[config.mk]
export PLATFORM = sky130hd
export DESIGN_NAME = secded_wr_encoder
export DESIGN_NICKNAME = d
export VERILOG_FILES = /design/src/rtl/secded_enc_pkg.sv /design/src/rtl/secded_lane_enc.sv /design/src/rtl/ecc_flip_mask.sv /design/src/rtl/secded_wr_encoder.sv
export SDC_FILE = /design/constraint.sdc
export NUM_CORES = 1
export LEC_CHECK = 0
export ABC_AREA = 0
export BUFFER_PORTS_ARGS = -buffer_cell sky130_fd_sc_hd__buf_2
export CAP_MARGIN = 20
export CORE_AREA = 2 2 252 254
export CTS_CLUSTER_SIZE = 28
export DETAILED_ROUTE_END_ITERATION = 16
export DIE_AREA = 0 0 254 256
export MAX_ROUTING_LAYER = met4
export PLACE_DENSITY_LB_ADDON = 0.3
export SYNTH_ARGS = -nofsm -noshare
export SYNTH_HDL_FRONTEND = slang
export SYNTH_SLANG_ARGS = --single-unit
[constraint.sdc]
create_clock -name clk -period 1.6 [get_ports clk]
set_input_delay 0.08 -clock clk [delete_from_list [all_inputs] [get_ports clk]]
set_output_delay 0.08 -clock clk [all_outputs]
set_load 0.01 [all_outputs]
[src/rtl/secded_enc_pkg.sv]
// Package: shared sizing helpers for the SECDED write encoder.
// Assumes lane widths of at most a few thousand bits.
package secded_enc_pkg;

    // Number of Hamming check bits needed for a data width of dw bits.
    function automatic int check_bits(input int dw);
        int k;
        k = 0;
        for (int i = 1; i < 16; i++) begin
            if (k == 0 && (1 << i) >= dw + i + 1) k = i;
        end
        return k;
    endfunction

    // True when p is a non-zero power of two (a check-bit position).
    function automatic bit is_pow2(input int p);
        return (p != 0) && ((p & (p - 1)) == 0);
    endfunction

endpackage

[src/rtl/secded_lane_enc.sv]
// Module: secded_lane_enc
// Encodes one data lane into a SECDED codeword. Index p (p >= 1) of the
// codeword is Hamming position p; index 0 is the overall parity bit.
// Assumes: purely combinational, no clock.
module secded_lane_enc
    import secded_enc_pkg::*;
#(
    parameter  int LANE_W = 32,
    localparam int K      = check_bits(LANE_W),
    localparam int CW     = LANE_W + K + 1
) (
    input  logic [LANE_W-1:0] lane_data,
    output logic [CW-1:0]     codeword
);

    logic [CW-1:0] hw;
    int            di;
    logic          chk;

    // Scatter data, compute check bits, then overall parity.
    always_comb begin
        hw  = '0;
        di  = 0;
        chk = 1'b0;
        for (int p = 1; p < CW; p++) begin
            if (!is_pow2(p)) begin
                hw[p] = lane_data[di];
                di    = di + 1;
            end
        end
        for (int k = 0; k < K; k++) begin
            chk = 1'b0;
            for (int p = 1; p < CW; p++) begin
                if (p[k]) chk = chk ^ hw[p];
            end
            hw[1 << k] = chk;
        end
        hw[0] = ^hw[CW-1:1];
    end

    assign codeword = hw;

endmodule

[src/rtl/ecc_flip_mask.sv]
// Module: ecc_flip_mask
// Holds the fault-injection mask. Loads on a strobe; clears on reset.
// Assumes: synchronous active-low reset.
module ecc_flip_mask #(
    parameter int W = 39
) (
    input  logic         clk,
    input  logic         rst_n,
    input  logic         load,
    input  logic [W-1:0] load_val,
    output logic [W-1:0] mask
);

    // Mask register: reset to zero, load on strobe.
    always_ff @(posedge clk) begin
        if (!rst_n)    mask <= '0;
        else if (load) mask <= load_val;
    end

endmodule

[src/rtl/secded_wr_encoder.sv]
// Module: secded_wr_encoder
// Splits a beat into LANES lanes, encodes each into a SECDED codeword,
// XORs in the fault mask and packs lane i into codeword slot i (from the LSB).
// Handshakes pass through; byte-enable is forced to all ones.
// Assumes: the sink and the source share one clock domain.
module secded_wr_encoder
    import secded_enc_pkg::*;
#(
    parameter  int LANE_W = 32,
    parameter  int LANES  = 8,
    localparam int K      = check_bits(LANE_W),
    localparam int CW     = LANE_W + K + 1,
    localparam int IN_W   = LANE_W * LANES,
    localparam int OUT_W  = CW * LANES,
    localparam int BE_W   = (OUT_W + 7) / 8
) (
    input  logic             clk,
    input  logic             rst_n,
    input  logic             mask_we,
    input  logic [CW-1:0]    mask_wdata,
    input  logic             in_valid,
    output logic             in_ready,
    input  logic [IN_W-1:0]  in_data,
    output logic             out_valid,
    input  logic             out_ready,
    output logic [OUT_W-1:0] out_data,
    output logic [BE_W-1:0]  out_be
);

    logic [CW-1:0] flip_mask_q;
    logic [CW-1:0] lane_cw [LANES];

    ecc_flip_mask #(.W(CW)) u_mask (
        .clk      (clk),
        .rst_n    (rst_n),
        .load     (mask_we),
        .load_val (mask_wdata),
        .mask     (flip_mask_q)
    );

    // One encoder per lane; mask applied on the way out.
    for (genvar l = 0; l < LANES; l++) begin : g_lane
        secded_lane_enc #(.LANE_W(LANE_W)) u_enc (
            .lane_data (in_data[l*LANE_W +: LANE_W]),
            .codeword  (lane_cw[l])
        );
        assign out_data[l*CW +: CW] = lane_cw[l] ^ flip_mask_q;
    end

    // Handshake passthrough and forced full byte-enable.
    assign out_valid = in_valid;
    assign in_ready  = out_ready;
    assign out_be    = '1;

endmodule

==> metrics <==
Power Internal=12.6 mW; P per Cell Area=1060 nW/µm²; final hold violations=0; CTS max path bufs=2; YS warnings=0; initial DRC count=404; die height=256 µm; switching fraction of total power=43.3%; CTS tree=done; largest fanout on the critical path=2; Total Wirelength=69.8 mm; DRT antenna net count=0; 1st-pass router iterations=5; ratio of cells with drive above 1 in the final layout=68.2%; Seq pwr share=4.8%; reg-to-reg slack, setup=0.59 ns; Largest regs=u_mask.mask: 39 flops; gr usage total=21.1%; Post-Layout Cell Count=2886; DRC Markers=0; RSZ-0062 raised after global routing=true; Port Buffers=609; Psw=about 9.6 mW; Primary FF master, synth=dfxtp_1; largest reg by FF count=u_mask.mask; top-area cell type share of the netlist area=approximately 40%; final setup TNS=-8.00 ns; Reg clk slew, reported paths=0.07 ns; FFs w/ async S/R, synth=0%; Initial Util=15.0%; Max Cap Viol=0; Final WS setup=-0.451 ns; Area contributors post-synth=xnor2_1 (40%), xor2_1 (33%), dfxtp_1 (8.3%); vias in the first global route=between 10000 and 15000; Combinational Power Share=90.1%; post-synthesis cell area=9370 µm²; Tcrit/Tclk final=128%; #FFs+latches synth=39; Hold Buf Count CTS=0; Clock Skew=0 ns; final hold slack=between 0.03 and 0.04 ns; Syn Inst Count=1014; worst hold stages=3; top-count cell post-synth=xnor2_1; clk root buf=clkbuf_16; # setup viols final=42; Overflow after GRT=0; die width=254 µm; status=complete, but fails checks; Via Count=10800; sequential share of the synthesized area=8.34%; Critical Path AT=1.97 ns; r2r startpoint=u_mask.mask[36]$_SDFFE_PN0P_; hold endpoint=u_mask.mask[26]$_SDFFE_PN0P_; overall power=22.3 mW; min Tclk post-route=2.05 ns; clk sink count=39; terminus of the critical flop-to-flop path=u_mask.mask[36]$_SDFFE_PN0P_; # rows=92; Yosys cell types=14; cell taking the most area after synthesis=xnor2_1; Post-synth top cells=xnor2_1 (423), xor2_1 (355), clkbuf_1 (45); first-pass GRT wire length=about 90 mm; max-slew violations=0; initial antenna violation count=6; DIE AREA=65000 µm²; Worst Reg-to-Reg Cells=3; fmax=0.488 GHz; Post-synth EDFFs=0; WP data required=between 1.5 and 2 ns; failing checks=setup timing; average size of a mapped cell=9.24 µm²; P&R area growth vs syn=125%; VDD IR max=around 0.0006 V; DP Cell Count=between 2000 and 3000; vias per cell=3.73; Setup WS pre-CTS=-0.837 ns; fin nets=2335; leakage=roughly 11 nW; Critical Path Start Type=input pin; Detail Placement HPWL=58.3 mm; Setup CP Type=input pin to output pin; Core Box Area=between 60000 and 70000 µm²; wire per inst=24.2 µm; H-tree depth=2; HP Start=mask_wdata[26]; # IOs=around 650; Largest register FFs=39; Clock Latency Late Sink=0.30 ns; clock power share=5.1%; Critical Path End Type=output pin; routability congestion estimate=0.896; HP Class=input pin to register; CTS buffer count=5; largest net degree at the start of global routing=40
==> worst max path at each step <==
stage,start,end,slack (ns),depth (start not counted)
2_1_floorplan,in_data[222],out_data[234],-0.14,6
3_3_place_gp,in_data[85],out_data[78],-0.82,9
3_5_place_dp,in_data[85],out_data[78],-0.84,9
4_1_cts,in_data[28],out_data[0],-0.53,9
5_1_grt,u_mask.mask[0]$_SDFFE_PN0P_,out_data[234],-0.52,7
6_report,in_data[28],out_data[0],-0.45,9
==> per-stage QoR <==
stage               area (µm²)  util, %
floorplan                 9700        -
global placement         16600     26.6
detailed placement       16600     26.6
CTS                      19400     31.1
global route             21000     33.7
finish                   21000     33.7
==> worst max-delay path: stages <==
cell     delay [ns]
buf_8          0.10
buf_6          0.12
xnor2_4        0.12
xnor2_2        0.23
xnor3_1        0.48
xnor2_2        0.24
xnor2_1        0.16
xnor3_1        0.28
buf_2          0.16
==> power groups by stage <==
stage                     Clock [mW]  Combinational, mW  Sequential [mW]
after detailed placement           0               15.8             1.10
final                           1.14               20.0             1.07
after floorplan                    0               8.38             1.06
after global routing            1.22               21.0             1.08
after CTS                       1.19               18.9             1.08
after global placement             0               15.8             1.10
==> cells by family after synthesis <==
logic type | synth area share (%)
other cells | 0.0400
simple gates | 2.61
mux | 4.17
xor+xnor | 79.6
buf+inv | 5.21
flops | 8.34
==> repair_timing <==
item,CTS,global route
pin swaps,206,151
hold endpoints to repair,0,0
buffers inserted,61,26
gates resized for setup,399,231
setup endpoints to repair,49,50
==> placed cells by master, fill, tap and decap left out <==
cell type / instances
clkinv_2: 1
clkbuf_8: 1
xor3_2: 1
xor2_1: 306
xor3_1: 1
xnor2_1: 167
nor2b_1: 39
inv_6: 1
xor2_4: 27
xnor2_4: 60
dfxtp_4: 3
diode_2: 4
dfxtp_1: 35
clkbuf_16: 5
buf_6: 75
xnor3_2: 3
xnor3_1: 22
xnor2_2: 197
buf_12: 23
xor2_2: 23
clkbuf_4: 2
dfxtp_2: 1
buf_2: 508
conb_1: 39
mux2i_1: 39
buf_8: 29
buf_4: 428
==> area by class of cell <==
type	count	area [µm²]
multi-input cells	924	11500
diodes	4	10.0
flip-flops and latches	39	793
clock buffers	6	139
clock inverters	2	13.8
well taps	846	1060
fillers	6425	41400
repair buffers	1065	7510
==> layer usage <==
layer  routed length, µm  GRT usage [%]
met2               34900           36.3
met5                   0              -
met4                3010           8.87
met1               27700           24.3
met3                4140           3.09
Power figures use the tool's default switching activity.
